`src/rtl/lcdc_regs.sv`:
```
module lcdc_regs #(
  parameter int VARIANT      = 0,
  parameter int FRAME_CYCLES = 1000
) (
  input  logic        clk,
  input  logic        rst_n,
  input  logic        bus_en,
  input  logic        bus_wr,
  input  logic [11:0] bus_addr,
  input  logic [31:0] bus_wdata,
  output logic [31:0] bus_rdata,
  output logic        irq,
  output logic        lcd_on,
  output logic [2:0]  pix_depth,
  output logic        bgr,
  output logic        be_byte,
  output logic        be_pixel,
  output logic [10:0] panel_width,
  output logic [10:0] panel_height
);
  localparam int CW      = (FRAME_CYCLES > 1) ? $clog2(FRAME_CYCLES) : 1;
  localparam int MASK_WD = (VARIANT == 0) ? 6 : 7;
  localparam int CTRL_WD = (VARIANT == 0) ? 7 : 6;

  logic [31:0] tim_q [4];
  logic [31:0] upb_q, lpb_q, mask_q, ctrl_q;
  logic [1:0]  st_q;
  logic [CW-1:0] cnt_q;
  logic        tick;
  logic [9:0]  word;
  logic        wr;
  logic [31:0] raw;

  assign word = bus_addr[11:2];
  assign wr   = bus_en && bus_wr;
  assign raw  = {28'd0, st_q, 2'b00};

  assign lcd_on    = ctrl_q[0] && ctrl_q[11];
  assign pix_depth = ctrl_q[3:1];
  assign bgr       = ctrl_q[8];
  assign be_byte   = ctrl_q[9];
  assign be_pixel  = ctrl_q[10];
  assign panel_width  = ({5'd0, tim_q[0][7:2]} + 11'd1) << 4;
  assign panel_height = {1'b0, tim_q[1][9:0]} + 11'd1;
  assign irq = |(raw & mask_q);
  assign tick = lcd_on && (cnt_q == CW'(FRAME_CYCLES - 1));

  function automatic logic [7:0] id_byte(input logic [2:0] i);
    case (i)
      3'd0: id_byte = (VARIANT == 2) ? 8'h11 : 8'h10;
      3'd1: id_byte = 8'h11;
      3'd2: id_byte = (VARIANT == 2) ? 8'h24 : 8'h04;
      3'd3: id_byte = 8'h00;
      3'd4: id_byte = 8'h0D;
      3'd5: id_byte = 8'hF0;
      3'd6: id_byte = 8'h05;
      default: id_byte = 8'hB1;
    endcase
  endfunction

  always_ff @(posedge clk) begin
    if (!rst_n) begin
      for (int i = 0; i < 4; i++) tim_q[i] <= '0;
      upb_q <= '0; lpb_q <= '0; mask_q <= '0; ctrl_q <= '0;
    end else if (wr) begin
      if (word < 10'd4) tim_q[word[1:0]] <= bus_wdata;
      if (word == 10'd4) upb_q <= bus_wdata;
      if (word == 10'd5) lpb_q <= bus_wdata;
      if (word == 10'(MASK_WD)) mask_q <= bus_wdata;
      if (word == 10'(CTRL_WD)) ctrl_q <= bus_wdata;
    end
  end

  always_ff @(posedge clk) begin
    if (!rst_n || !lcd_on || tick) cnt_q <= '0;
    else cnt_q <= cnt_q + CW'(1);
  end

  always_ff @(posedge clk) begin
    if (!rst_n) st_q <= '0;
    else if (tick) st_q <= 2'b11;
    else if (wr && word == 10'd10) st_q <= st_q & ~bus_wdata[3:2];
  end

  always_comb begin
    bus_rdata = '0;
    if (word >= 10'h3F8) bus_rdata = {24'd0, id_byte(word[2:0])};
    else if (word < 10'd4) bus_rdata = tim_q[word[1:0]];
    else if (word == 10'd4 || word == 10'd11) bus_rdata = upb_q;
    else if (word == 10'd5 || word == 10'd12) bus_rdata = lpb_q;
    else if (word == 10'(MASK_WD)) bus_rdata = mask_q;
    else if (word == 10'(CTRL_WD)) bus_rdata = ctrl_q;
    else if (word == 10'd8) bus_rdata = raw;
    else if (word == 10'd9) bus_rdata = raw & mask_q;
  end
endmodule

```
`config.mk`:
```
export PLATFORM = sky130hd
export DESIGN_NAME = lcdc_regs
export DESIGN_NICKNAME = d
export VERILOG_FILES = /design/src/rtl/lcdc_regs.sv
export SDC_FILE = /design/constraint.sdc
export NUM_CORES = 1
export LEC_CHECK = 0
export BUFFER_PORTS_ARGS = -buffer_cell sky130_fd_sc_hd__buf_4
export CAP_MARGIN = 30
export CORE_MARGIN = 2
export CORE_UTILIZATION = 55
export DETAILED_ROUTE_END_ITERATION = 7
export PLACE_DENSITY = 0.76
export SYNTH_ARGS = -nofsm -noshare
export SYNTH_HDL_FRONTEND = slang
export SYNTH_SLANG_ARGS = --single-unit
```
`constraint.sdc`:
```
create_clock -name clk -period 6 [get_ports clk]
set_input_delay 0.6 -clock clk [delete_from_list [all_inputs] [get_ports clk]]
set_output_delay 0.6 -clock clk [all_outputs]
set_load 0.1 [all_outputs]
```
=== Word level (Yosys, flattened, before mapping) ===
Memory sizes are Yosys's and may differ from the RTL's.
Cells that the tools add are included.

* Logic and storage cells: 68
* Memory bits (writable): 128
* Input port bits: 48
* Bits in registers: 140
* Memories: 1

{| class="wikitable"
|+ Memory list
! name !! words !! width !! read ports !! clocked after Yosys merged registers in !! write ports !! line !! text
|-
| tim_q || 4 || 32 || 3 || 0 || 4 || 25 || <nowiki>logic [31:0] tim_q [4];</nowiki>
|}

* Bitwise operators: 3
* Reduce and logical (&&, ||, !) cells: 18
* Mux-type cells: 19
* Magnitude comparators: 2
* Equal/unequal tests: 16
* $add $sub $neg: 3

{| class="wikitable"
|+ Operator list
! kind !! count
|-
| 32-bit two-way mux || 9
|-
| 32-bit OR reduction || 2
|-
| 8-bit case mux with 7 select lines || 1
|-
| 10-bit by 4-bit equality test with 1-bit output, second input constant || 5
|-
| 10-bit by 3-bit equality test with 1-bit output, second input constant || 4
|-
| 4-bit by 32-bit bitwise AND with 32-bit output || 1
|-
| 10-bit by 1-bit adder with 11-bit output, second input constant || 1
|-
| 10-bit by 1-bit adder with 10-bit output, second input constant || 1
|-
| 10-bit equality test, second input constant || 1
|-
| 10-bit greater-or-equal comparator, second input constant || 1
|-
| 10-bit by 3-bit less-than comparator with 1-bit output, second input constant || 1
|-
| 3-bit equality test, second input constant || 3
|-
| 2-bit AND reduction || 4
|-
| 6-bit by 1-bit adder with 7-bit output, second input constant || 1
|-
| 3-bit by 2-bit equality test with 1-bit output, second input constant || 2
|-
| 1-bit two-way mux || 6
|-
| 2-bit two-way mux || 3
|-
| 1-bit logical AND || 4
|-
| 1-bit logical OR || 4
|-
| 3-bit by 1-bit equality test with 1-bit output, second input constant || 1
|-
| 3-bit logical NOT || 1
|-
| 2-bit bitwise AND || 1
|-
| 1-bit logical NOT || 2
|-
| 2-bit NOT || 1
|-
| 2-bit nonzero test || 1
|}

=== Logic depth before layout (Yosys ltp) ===
Gate-level depths: netlist of the first run.

* Depth after elaboration: 9
* Mapped depth: 8
* Gate-level depth less buffers: 6

=== Worst setup path before layout of the first run ===
Ideal clock, no wire load.

* Path type: input -> output
* Start point: input bus_addr[4]
* End point: output bus_rdata[6]
* Stages: 6
* Slack: 1.504 ns
* Buffers on the path: 2
* Data arrival time: 3.896 ns
* Cell sequence: buf_2 -> nand2b_1 -> o32ai_1 -> buf_2 -> a31oi_1 -> a221oi_1

* Cells in the longest elaborated chain, start to end: 9
* Elaborated cells on any way between the ends: 28
* Classes of those cells: order compare (2); eq/ne (14); mux (9); reduce/logical (3)

{| class="wikitable"
|+ RTL lines
! what !! line !! text
|-
| start, declared || 9 || <nowiki>input logic [11:0] bus_addr,</nowiki>
|-
| 10-bit by 4-bit equality test with 1-bit output || 94 || <nowiki>else if (word == 10'd9) bus_rdata = raw & mask_q;</nowiki>
|-
| 32-bit two-way mux || 94 ||
|-
| 32-bit two-way mux || 93 || <nowiki>else if (word == 10'd8) bus_rdata = raw;</nowiki>
|-
| 32-bit two-way mux || 92 || <nowiki>else if (word == 10'(CTRL_WD)) bus_rdata = ctrl_q;</nowiki>
|-
| 32-bit two-way mux || 91 || <nowiki>else if (word == 10'(MASK_WD)) bus_rdata = mask_q;</nowiki>
|-
| 32-bit two-way mux || 90 || <nowiki>else if (word == 10'd5 || word == 10'd12) bus_rdata = lpb_q;</nowiki>
|-
| 32-bit two-way mux || 89 || <nowiki>else if (word == 10'd4 || word == 10'd11) bus_rdata = upb_q;</nowiki>
|-
| 32-bit two-way mux || 88 || <nowiki>else if (word < 10'd4) bus_rdata = tim_q[word[1:0]];</nowiki>
|-
| 32-bit two-way mux (*) || 87 || <nowiki>if (word >= 10'h3F8) bus_rdata = {24'd0, id_byte(word[2:0])};</nowiki>
|-
| end, declared || 11 || <nowiki>output logic [31:0] bus_rdata,</nowiki>
|}

Mark *: on every way between the ends. The rest lies on a longest branch, timed or not.

=== Final worst setup path of the first run ===
* Start point: input bus_addr[9]
* End point: output bus_rdata[7]

Same word-level chain as after synthesis.

==> results.json, run 1 <==
{
  "outcome": "finished, final reports clean",
  "clk_latency_ns": 0.54,
  "grt_max_degree": 90,
  "grt_usage": 0.275,
  "ant_nets": 0,
  "syn2layout_area_growth_pct": 15.0,
  "root_buffer": "clkbuf_16",
  "antenna_found_initial": 0,
  "slowest_stage": "nor2_2",
  "peakVddDrop_v": 0.000212,
  "cts_setup_buffers": 0,
  "drive_gt1_frac": 0.169,
  "yosys_most_used_dff": "dfxtp_1",
  "yosysWarningCount": 0,
  "yosysSeqAreaShare": 0.532,
  "gp_congestion": 0.873,
  "start_kind": "input port",
  "hold_buffers": 0,
  "grt_overflow": 0,
  "arrival_ns": 3.34,
  "cts_buffers": 28,
  "io_pins": 110,
  "rows": 55,
  "cts_resized": 0,
  "critPathBufInv": 4,
  "final_cell_mix": "nand2_1, dfxtp_1, and2_1, edfxtp_1, buf_4",
  "pre_cts_ws_ns": 2.06,
  "fin_crit_sh": 0.657,
  "worstMarginPinSlew_ns": 0.887,
  "end_kind": "output pin",
  "fin_nets": 1345,
  "die-width_um": 155,
  "grt_pass1_wl_um": 51200,
  "die_h_um": 155,
  "h-tree-depth": 1,
  "crit_type": "input port to output pin",
  "clock_sinks": 268,
  "fillers": 1821,
  "placeableCoreArea_mm2": 0.0224,
  "portBuffers": 103,
  "stdcell_count": 1601,
  "final_common_cell": "nand2_1",
  "drt_first_pass_iters": 6,
  "start_util": 0.557,
  "slew_violations": 0,
  "routed_wl_um": 32700,
  "drt_iter0_drc": 1164,
  "ys_ff_latch": 268,
  "cp_cell_sequence": "buf_4 > nor4_4 > nand2_1 > buf_4 > nor2_2 > buf_4 > o2111ai_1 > a22oi_1 > buf_4",
  "synth_top_area_cell": "edfxtp_1",
  "power_density_mw_per_mm2": 275,
  "synth_top_area_frac": 0.308,
  "setup_viol": 0,
  "dpl_cell_area_mm2": 0.0135,
  "vias": 9551,
  "synth-edff-count": 128,
  "post_drt_wl_per_cell_um": 20.4,
  "postSynthCellCount": 1234,
  "stdcell_area_mm2": 0.0144,
  "fmax_mhz": 254,
  "power_w": 0.00395,
  "synthArstFlopShare": 0,
  "period_minus_slack_ns": 3.94,
  "cts_tree": "done",
  "path_delay_family": "simple AND/OR/NAND/NOR gates",
  "hold_viol": 0,
  "dp.cells": 1549,
  "drt-vias-per-instance": 5.97,
  "hold_path_class": "input port to register",
  "fin_setup_tns_ns": 0,
  "clk_pin_slew_ns": 0.06,
  "seq_area_mm2": 0.00665,
  "fin_ws_ns": 2.06,
  "worstPathMaxFanout": 30,
  "leakagePower_nw": 5.05,
  "place_hpwl_um": 19900,
  "yosysUniqueCellTypes": 51,
  "dieArea_mm2": 0.0239,
  "rsz0062_at_grt": "no",
  "max-slew-margin-rel": 0.408,
  "cap_violations": 0,
  "drc": 0,
  "avgSynthCellArea_um2": 10.1,
  "syn-cell-area_mm2": 0.0125,
  "diodes": 0,
  "slowest_delay_ns": 0.72,
  "cts_buffer_depth": 3,
  "multiInputGateArea_mm2": 0.00546,
  "grt_pass1_vias": 9372,
  "crit_required_ns": 5.40,
  "cpMostUsedCell": "buf_4",
  "finClkSkew_ns": 0.0154,
  "ys_top_cells_by_area": "edfxtp_1, dfxtp_1, nand2_1"
}
## power breakdown
group | switching, W | internal [W]
clock | 0.000687 | 0.000962
combinational | 0.000228 | 0.000101
sequential | 0.0000191 | 0.00196
## metrics by stage
stage,utilization,hold slack (ns)
final,0.640,0.340
after global routing,0.640,0.349
after CTS,0.640,0.324
after detailed placement,0.601,0.441
after global placement,0.599,0.426
after floorplan,-,0.413
## synth_stat cells, types with 3 or more instances
cell type  number
clkbuf_1       52
a21boi_0       56
nor2_1         32
nor3_1          4
o2bb2ai_1      21
buf_4          10
buf_2          30
o2111ai_1       3
o32ai_1         5
clkbuf_2        7
a221o_1         5
and2_1        131
mux4_2         32
o21a_1          3
dfxtp_1       140
edfxtp_1      128
a21oi_1        12
inv_1           6
a22oi_1        48
o21ai_0        70
ha_1            3
a21boi_1       10
a221oi_1        3
o22ai_1         6
nand2_1       254
xnor2_1        14
o21ai_1        11
nand2b_1        7
nand4_1         4
xor2_1          8
nand3_1        85
and3_1          7
## worst min-delay path, stage by stage
cell	delay, ns
buf_4	0.12
nand3_1	0.06
o21ai_0	0.06
## layout make-up
type	instances	share of cell area
Multi-Input combinational cell	862	0.380
Inverter	6	0.00157
Sequential cell	268	0.463
Clock buffer	47	0.0594
Clock inverter	5	0.00174
Timing Repair Buffer	128	0.0699
Tap cell	285	0.0248
## registers in the layout (all words and copies together) (netlist names)
register / count
st_q: 2
mask_q: 32
cnt_q: 10
upb_q: 32
tim_q: 128
ctrl_q: 32
lpb_q: 32
## layer usage
layer / GRT usage / part of all wire / vias to the layer above
met5: 0 / 0 / -
met4: 0.0842 / 0.026 / 0
met3: 0.0389 / 0.080 / 68
met2: 0.461 / 0.48 / 381
met1: 0.373 / 0.41 / 4615
li1: - / - / 4487
## final timing paths
path | start | to | slack [ns] | depth (start not counted)
setup / recovery | bus_addr[9] | bus_rdata[7] | 2.06 | 9
hold / removal | bus_wdata[12] | lpb_q[12] | 0.34 | 3
setup reg to reg | cnt_q[0] | cnt_q[8] | 4.52 | 6
hold reg to reg | cnt_q[0] | cnt_q[0] | 0.44 | 1
## cells by family (layout without fill, tap and decap cells)
| logic type | count (synthesis) | after routing | synth area share |
|---|---|---|---|
| and+or+nand+nor | 538 | 538 | 0.209 |
| DFF | 268 | 268 | 0.532 |
| AOI/OAI and AO/OA | 261 | 261 | 0.142 |
| buffers and inverters | 107 | 186 | 0.0389 |
| muxes | 34 | 34 | 0.0594 |
| xor gates and xnor gates | 22 | 22 | 0.0154 |
| adders and majority gates | 3 | 3 | 0.00300 |
| other | 1 | 4 | 0.000300 |
Power figures use the tool's default switching activity.
==> run 2: changes to the inputs <==
--- a/config.mk
+++ b/config.mk
@@ -8,9 +8,9 @@
 export BUFFER_PORTS_ARGS = -buffer_cell sky130_fd_sc_hd__buf_4
 export CAP_MARGIN = 30
 export CORE_MARGIN = 2
-export CORE_UTILIZATION = 55
+export CORE_UTILIZATION = 54
 export DETAILED_ROUTE_END_ITERATION = 7
-export PLACE_DENSITY = 0.76
+export PLACE_DENSITY = 0.78
 export SYNTH_ARGS = -nofsm -noshare
 export SYNTH_HDL_FRONTEND = slang
 export SYNTH_SLANG_ARGS = --single-unit
==> constraint.sdc (replaced) <==
create_clock -name clk -period 3.2 [get_ports clk]
set_input_delay 0.32 -clock clk [delete_from_list [all_inputs] [get_ports clk]]
set_output_delay 0.32 -clock clk [all_outputs]
set_load 0.1 [all_outputs]
==> run 2 against run 1 <==
Clock power increased by 84%. Global-route usage is 0.50 points higher. Sequential share of layout area is 0.97 points lower. Setup slack got worse by 1.6 ns. Utilization up 0.58 points. Combinational power grew 93%. Sequential power increased by 88%. Highest routed layer unchanged.
==> results.json, run 2 (synthesized netlist as in run 1, its figures left out) <==
{
  "fmax_mhz": 360,
  "clk_pin_slew_ns": 0.06,
  "reg2reg_slack_ns": 1.72,
  "slew_violations": 0,
  "drt_iter0_drc": 1158,
  "die_h_um": 156,
  "finClkSkew_ns": 0.00538,
  "start_kind": "input port",
  "post_drt_wl_per_cell_um": 20.7,
  "fin_crit_sh": 0.867,
  "drive_gt1_frac": 0.195,
  "antenna_found_initial": 0,
  "crit_required_ns": 2.88,
  "dp.cells": 1566,
  "leakagePower_nw": 5.18,
  "slowest_delay_ns": 0.37,
  "clk_latency_ns": 0.54,
  "multiInputGateArea_mm2": 0.00561,
  "worstPathMaxFanout": 23,
  "power_density_mw_per_mm2": 502,
  "rsz0062_at_grt": "no",
  "placeableCoreArea_mm2": 0.0227,
  "fillers": 1767,
  "cap_violations": 0,
  "start_util": 0.550,
  "peakVddDrop_v": 0.000395,
  "ant_nets": 0,
  "io_pins": 110,
  "stdcell_area_mm2": 0.0147,
  "final_cell_mix": "nand2_1, dfxtp_1, buf_4, and2_1, edfxtp_1",
  "die-width_um": 156,
  "largest-register": "tim_q",
  "grt_overflow": 0,
  "final_util": 0.646,
  "dpl_cell_area_mm2": 0.0138,
  "hold_path_class": "input port to register",
  "grt_max_degree": 83,
  "end_kind": "output pin",
  "slowest_stage": "a221o_1",
  "cts_tree": "done",
  "vias": 9789,
  "seq_area_mm2": 0.00665,
  "rows": 55,
  "clock_sinks": 268,
  "hold_viol": 0,
  "grt_pass1_vias": 9421,
  "hold_buffers": 0,
  "drt-vias-per-instance": 6.05,
  "stdcell_count": 1618,
  "worstMarginPinSlew_ns": 0.752,
  "drt_first_pass_iters": 5,
  "root_buffer": "clkbuf_16",
  "path_delay_family": "buffers and inverters",
  "cp_cell_sequence": "buf_4 > inv_1 > and3_1 > buf_4 > a221o_1 > a211o_1 > and3_1 > buf_4",
  "cts_buffers": 28,
  "gp_congestion": 0.912,
  "cpMostUsedCell": "buf_4",
  "fin_nets": 1362,
  "grt_usage": 0.280,
  "fin_setup_tns_ns": 0,
  "diodes": 0,
  "r2r_start": "cnt_q[0]",
  "arrival_ns": 2.46,
  "routed_wl_um": 33500,
  "critPathLaunch": "bus_addr[2]",
  "cts_setup_buffers": 0,
  "grt_pass1_wl_um": 52800,
  "drc": 0,
  "portBuffers": 103,
  "cts_resized": 0,
  "period_minus_slack_ns": 2.78,
  "final_common_cell": "nand2_1",
  "dieArea_mm2": 0.0244,
  "largest_register_ffs": 128,
  "max-slew-margin-rel": 0.499,
  "syn2layout_area_growth_pct": 17.5,
  "setup_viol": 0,
  "cts_buffer_depth": 3,
  "critPathBufInv": 4,
  "crit_type": "input port to output pin",
  "hp-start": "bus_wdata[19]",
  "outcome": "finished, final reports clean",
  "h-tree-depth": 1,
  "place_hpwl_um": 21200
}
-- run 2: cell count changes in the layout (fill, tap and decap cells not counted), moves of 3 or more --
cell and delta:
o2bb2ai_1 -20, o2bb2ai_2 +20, buf_4 +12, clkinv_1 +9, buf_12 +7, clkbuf_1 -7
clkbuf_8 -4, o21ai_0 -3, o21ai_1 +3
-- run 2: routing by layer --
metal  track usage  share of wire  routed length [um]  vias up
met1         0.381           0.41               13800     4708
met2         0.456           0.47               15900      468
met3        0.0464          0.083                2770       86
met4        0.0983          0.031                1030        0
met5             0              0                   0        -
li1              -              -                   -     4527
-- run 2: worst register-to-register path, stage by stage, from the launching register on --
cell	delay (ns)
dfxtp_1	0.35
ha_1	0.18
and2_1	0.17
nand4_1	0.14
or2_2	0.33
xor2_1	0.14
nor2_1	0.05
-- run 2: layout make-up --
type                    count  share of cell area
flip-flops and latches    268               0.453
multi-input cells         862               0.382
repair buffers            145              0.0812
clock buffers              36              0.0526
well taps                 285              0.0243
clock inverters            16             0.00554
inverters                   6             0.00153
-- run 2: path summary, 6_finish.rpt --
kind                                endpoint  cells after the start
worst max register to register      cnt_q[8]                      6
worst min-delay path               lpb_q[19]                      3
worst max-delay path            bus_rdata[4]                      8
worst min register to register      cnt_q[0]                      1
-- run 2: power breakdown --
group	switching, W	internal (W)	total [W]
Clock	0.00134	0.00170	0.00303
Sequential	0.0000357	0.00367	0.00370
Combinational	0.000437	0.000198	0.000635
-- run 2: stage by stage --
stage | power [W] | hold WS, ns | setup slack, ns
floorplan | 0.00417 | 0.413 | 0.00570
global placement | 0.00439 | 0.427 | 0.411
detailed placement | 0.00441 | 0.441 | 0.398
CTS | 0.00739 | 0.0502 | 0.453
global route | 0.00757 | 0.0713 | 0.267
finish | 0.00737 | 0.0601 | 0.424
==> run 3: changes to the inputs <==
==> constraint.sdc (replaced) <==
create_clock -name clk -period 3.2 [get_ports clk]
set_input_delay 0.48 -clock clk [delete_from_list [all_inputs] [get_ports clk]]
set_output_delay 0.48 -clock clk [all_outputs]
set_load 0.1 [all_outputs]
==> run 3 against run 2 <==
Combinational power rose by 0.9%. Cell count is 0.62% higher. Global-route usage grew 0.053 points. Sequential share of layout area decreased by 0.41 points. Clock-buffer cell count is 1 lower. Non-clock buffer count grew 10. Die area stayed put. Sequential power hardly changed. Highest routed layer unchanged. Fmax decreased by 7.4%. Critical path type unchanged. Utilization is 0.58 points higher. Clock power is 5% higher. Final area grew 0.90%.
==> results.json, run 3 (synthesized netlist as in run 1, its figures left out) <==
{
  "vias": 9950,
  "drt_first_pass_iters": 5,
  "syn2layout_area_growth_pct": 18.5,
  "setup_viol": 0,
  "drt-vias-per-instance": 6.11,
  "arrival_ns": 2.52,
  "hold_buffers": 0,
  "seq_power_share": 0.492,
  "routed_wl_um": 33700,
  "final_util": 0.652,
  "final_cell_mix": "nand2_1, buf_4, dfxtp_1, and2_1, edfxtp_1",
  "leakagePower_nw": 5.25,
  "cts_resized": 0,
  "drive_gt1_frac": 0.208,
  "start_kind": "input port",
  "cap_violations": 0,
  "seq_area_mm2": 0.00665,
  "outcome": "finished, final reports clean",
  "dieArea_mm2": 0.0244,
  "hold_viol": 0,
  "die-width_um": 156,
  "largest-register": "tim_q",
  "drt_iter0_drc": 906,
  "slowest_delay_ns": 0.49,
  "fin_ws_ns": 0.203,
  "rsz0062_at_grt": "no",
  "grt_pass1_wl_um": 52700,
  "worstPathMaxFanout": 19,
  "place_hpwl_um": 21300,
  "worstMarginPinSlew_ns": 0.723,
  "cts_setup_buffers": 0,
  "die_h_um": 156,
  "power_switching_w": 0.00182,
  "peakVddDrop_v": 0.000432,
  "combPwrFrac": 0.085,
  "pre_cts_ws_ns": 0.281,
  "stdcell_count": 1628,
  "fillers": 1750,
  "r2r_start": "cnt_q[0]",
  "intPower_w": 0.00570,
  "clk_latency_ns": 0.55,
  "fin_nets": 1372,
  "post_drt_wl_per_cell_um": 20.7,
  "cp_cell_sequence": "buf_4 > nand2b_1 > o32ai_4 > buf_4 > a22oi_1 > o22ai_2 > buf_4",
  "crit_path_end": "bus_rdata[11]",
  "timing.rr.end": "cnt_q[8]",
  "gp_congestion": 0.899,
  "ant_nets": 0,
  "placeableCoreArea_mm2": 0.0227,
  "h-tree-depth": 1,
  "path_depth": 7,
  "io_pins": 110,
  "dp.cells": 1576,
  "grt_max_degree": 77,
  "slowest_stage": "o32ai_4",
  "reg2reg_slack_ns": 1.72,
  "hold_path_class": "input port to register",
  "drc": 0,
  "grt_overflow": 0,
  "fin_setup_tns_ns": 0,
  "root_buffer": "clkbuf_16",
  "max-slew-margin-rel": 0.518,
  "swShare": 0.242,
  "multiInputGateArea_mm2": 0.00564,
  "path_delay_family": "buffers and inverters",
  "power_density_mw_per_mm2": 508,
  "p_clk_frac": 0.423,
  "grt_pass1_vias": 9562,
  "finClkSkew_ns": 0.00541,
  "crit_type": "input port to output pin",
  "crit_required_ns": 2.72,
  "rows": 55,
  "antenna_found_initial": 1,
  "end_kind": "output pin",
  "cts_buffer_depth": 3,
  "critPathBufInv": 3,
  "cpMostUsedCell": "buf_4",
  "final_common_cell": "nand2_1",
  "slew_violations": 0,
  "grt_usage": 0.280,
  "r2r_cells": 6,
  "period_minus_slack_ns": 3.00,
  "cts_buffers": 28,
  "fmax_mhz": 334,
  "largest_register_ffs": 128,
  "critPathLaunch": "bus_addr[3]",
  "clk_pin_slew_ns": 0.06,
  "start_util": 0.550,
  "portBuffers": 103,
  "fin_crit_sh": 0.937,
  "cts_tree": "done",
  "diodes": 0,
  "clock_sinks": 268
}
-- run 3: changes by cell type in the layout (fill, tap and decap cells not counted), sizes merged --
cell,change
bufinv,+2
inv,-1
buf,+10
clkbuf,-1
-- run 3: cell type report --
cell class              instances  area share
inverters                       6     0.00152
repair buffers                155      0.0839
well taps                     285      0.0241
clock inverters                17     0.00972
multi-input cells             862       0.381
clock buffers                  35      0.0511
flip-flops and latches        268       0.449
-- run 3: power groups by stage --
stage,sequential (W),combinational (W),clock [W]
6_report,0.00370,0.000641,0.00318
5_1_grt,0.00371,0.000670,0.00335
4_1_cts,0.00370,0.000638,0.00321
3_5_place_dp,0.00377,0.000635,0
3_3_place_gp,0.00377,0.000629,0
2_1_floorplan,0.00376,0.000413,0
-- run 3: metrics by stage --
| stage | total power, W | cell area, um2 | hold slack (ns) |
|---|---|---|---|
| final | 0.00753 | 14800 | 0.207 |
| after global routing | 0.00772 | 14800 | 0.218 |
| after CTS | 0.00755 | 14800 | 0.193 |
| after detailed placement | 0.00441 | 13900 | 0.440 |
| after global placement | 0.00440 | 13900 | 0.426 |
| after floorplan | 0.00418 | 12700 | 0.413 |
-- run 3: routing by layer --
layer | wire [um] | vias up | GRT usage
met2 | 16200 | 503 | 0.459
met1 | 13500 | 4813 | 0.370
met4 | 1020 | 0 | 0.105
li1 | - | 4549 | -
met3 | 3020 | 85 | 0.0569
met5 | 0 | - | 0
-- run 3: how the worst min path moves through the flow --
stage                            to     startpoint  cells past startpoint
final                     lpb_q[16]  bus_wdata[16]                      3
after CTS                 upb_q[14]  bus_wdata[14]                      3
after detailed placement  upb_q[21]      upb_q[21]                      2
after global placement     cnt_q[0]       cnt_q[0]                      1
after floorplan            cnt_q[0]       cnt_q[0]                      1
after global routing      lpb_q[19]  bus_wdata[19]                      3
-- run 3: worst register-to-register path, cell delays in order, from the launching register on --
cell and delay [ns]:
dfxtp_1 0.35, ha_1 0.18, and2_1 0.18, nand4_1 0.15
or2_2 0.33, xor2_1 0.13, nor2_1 0.05
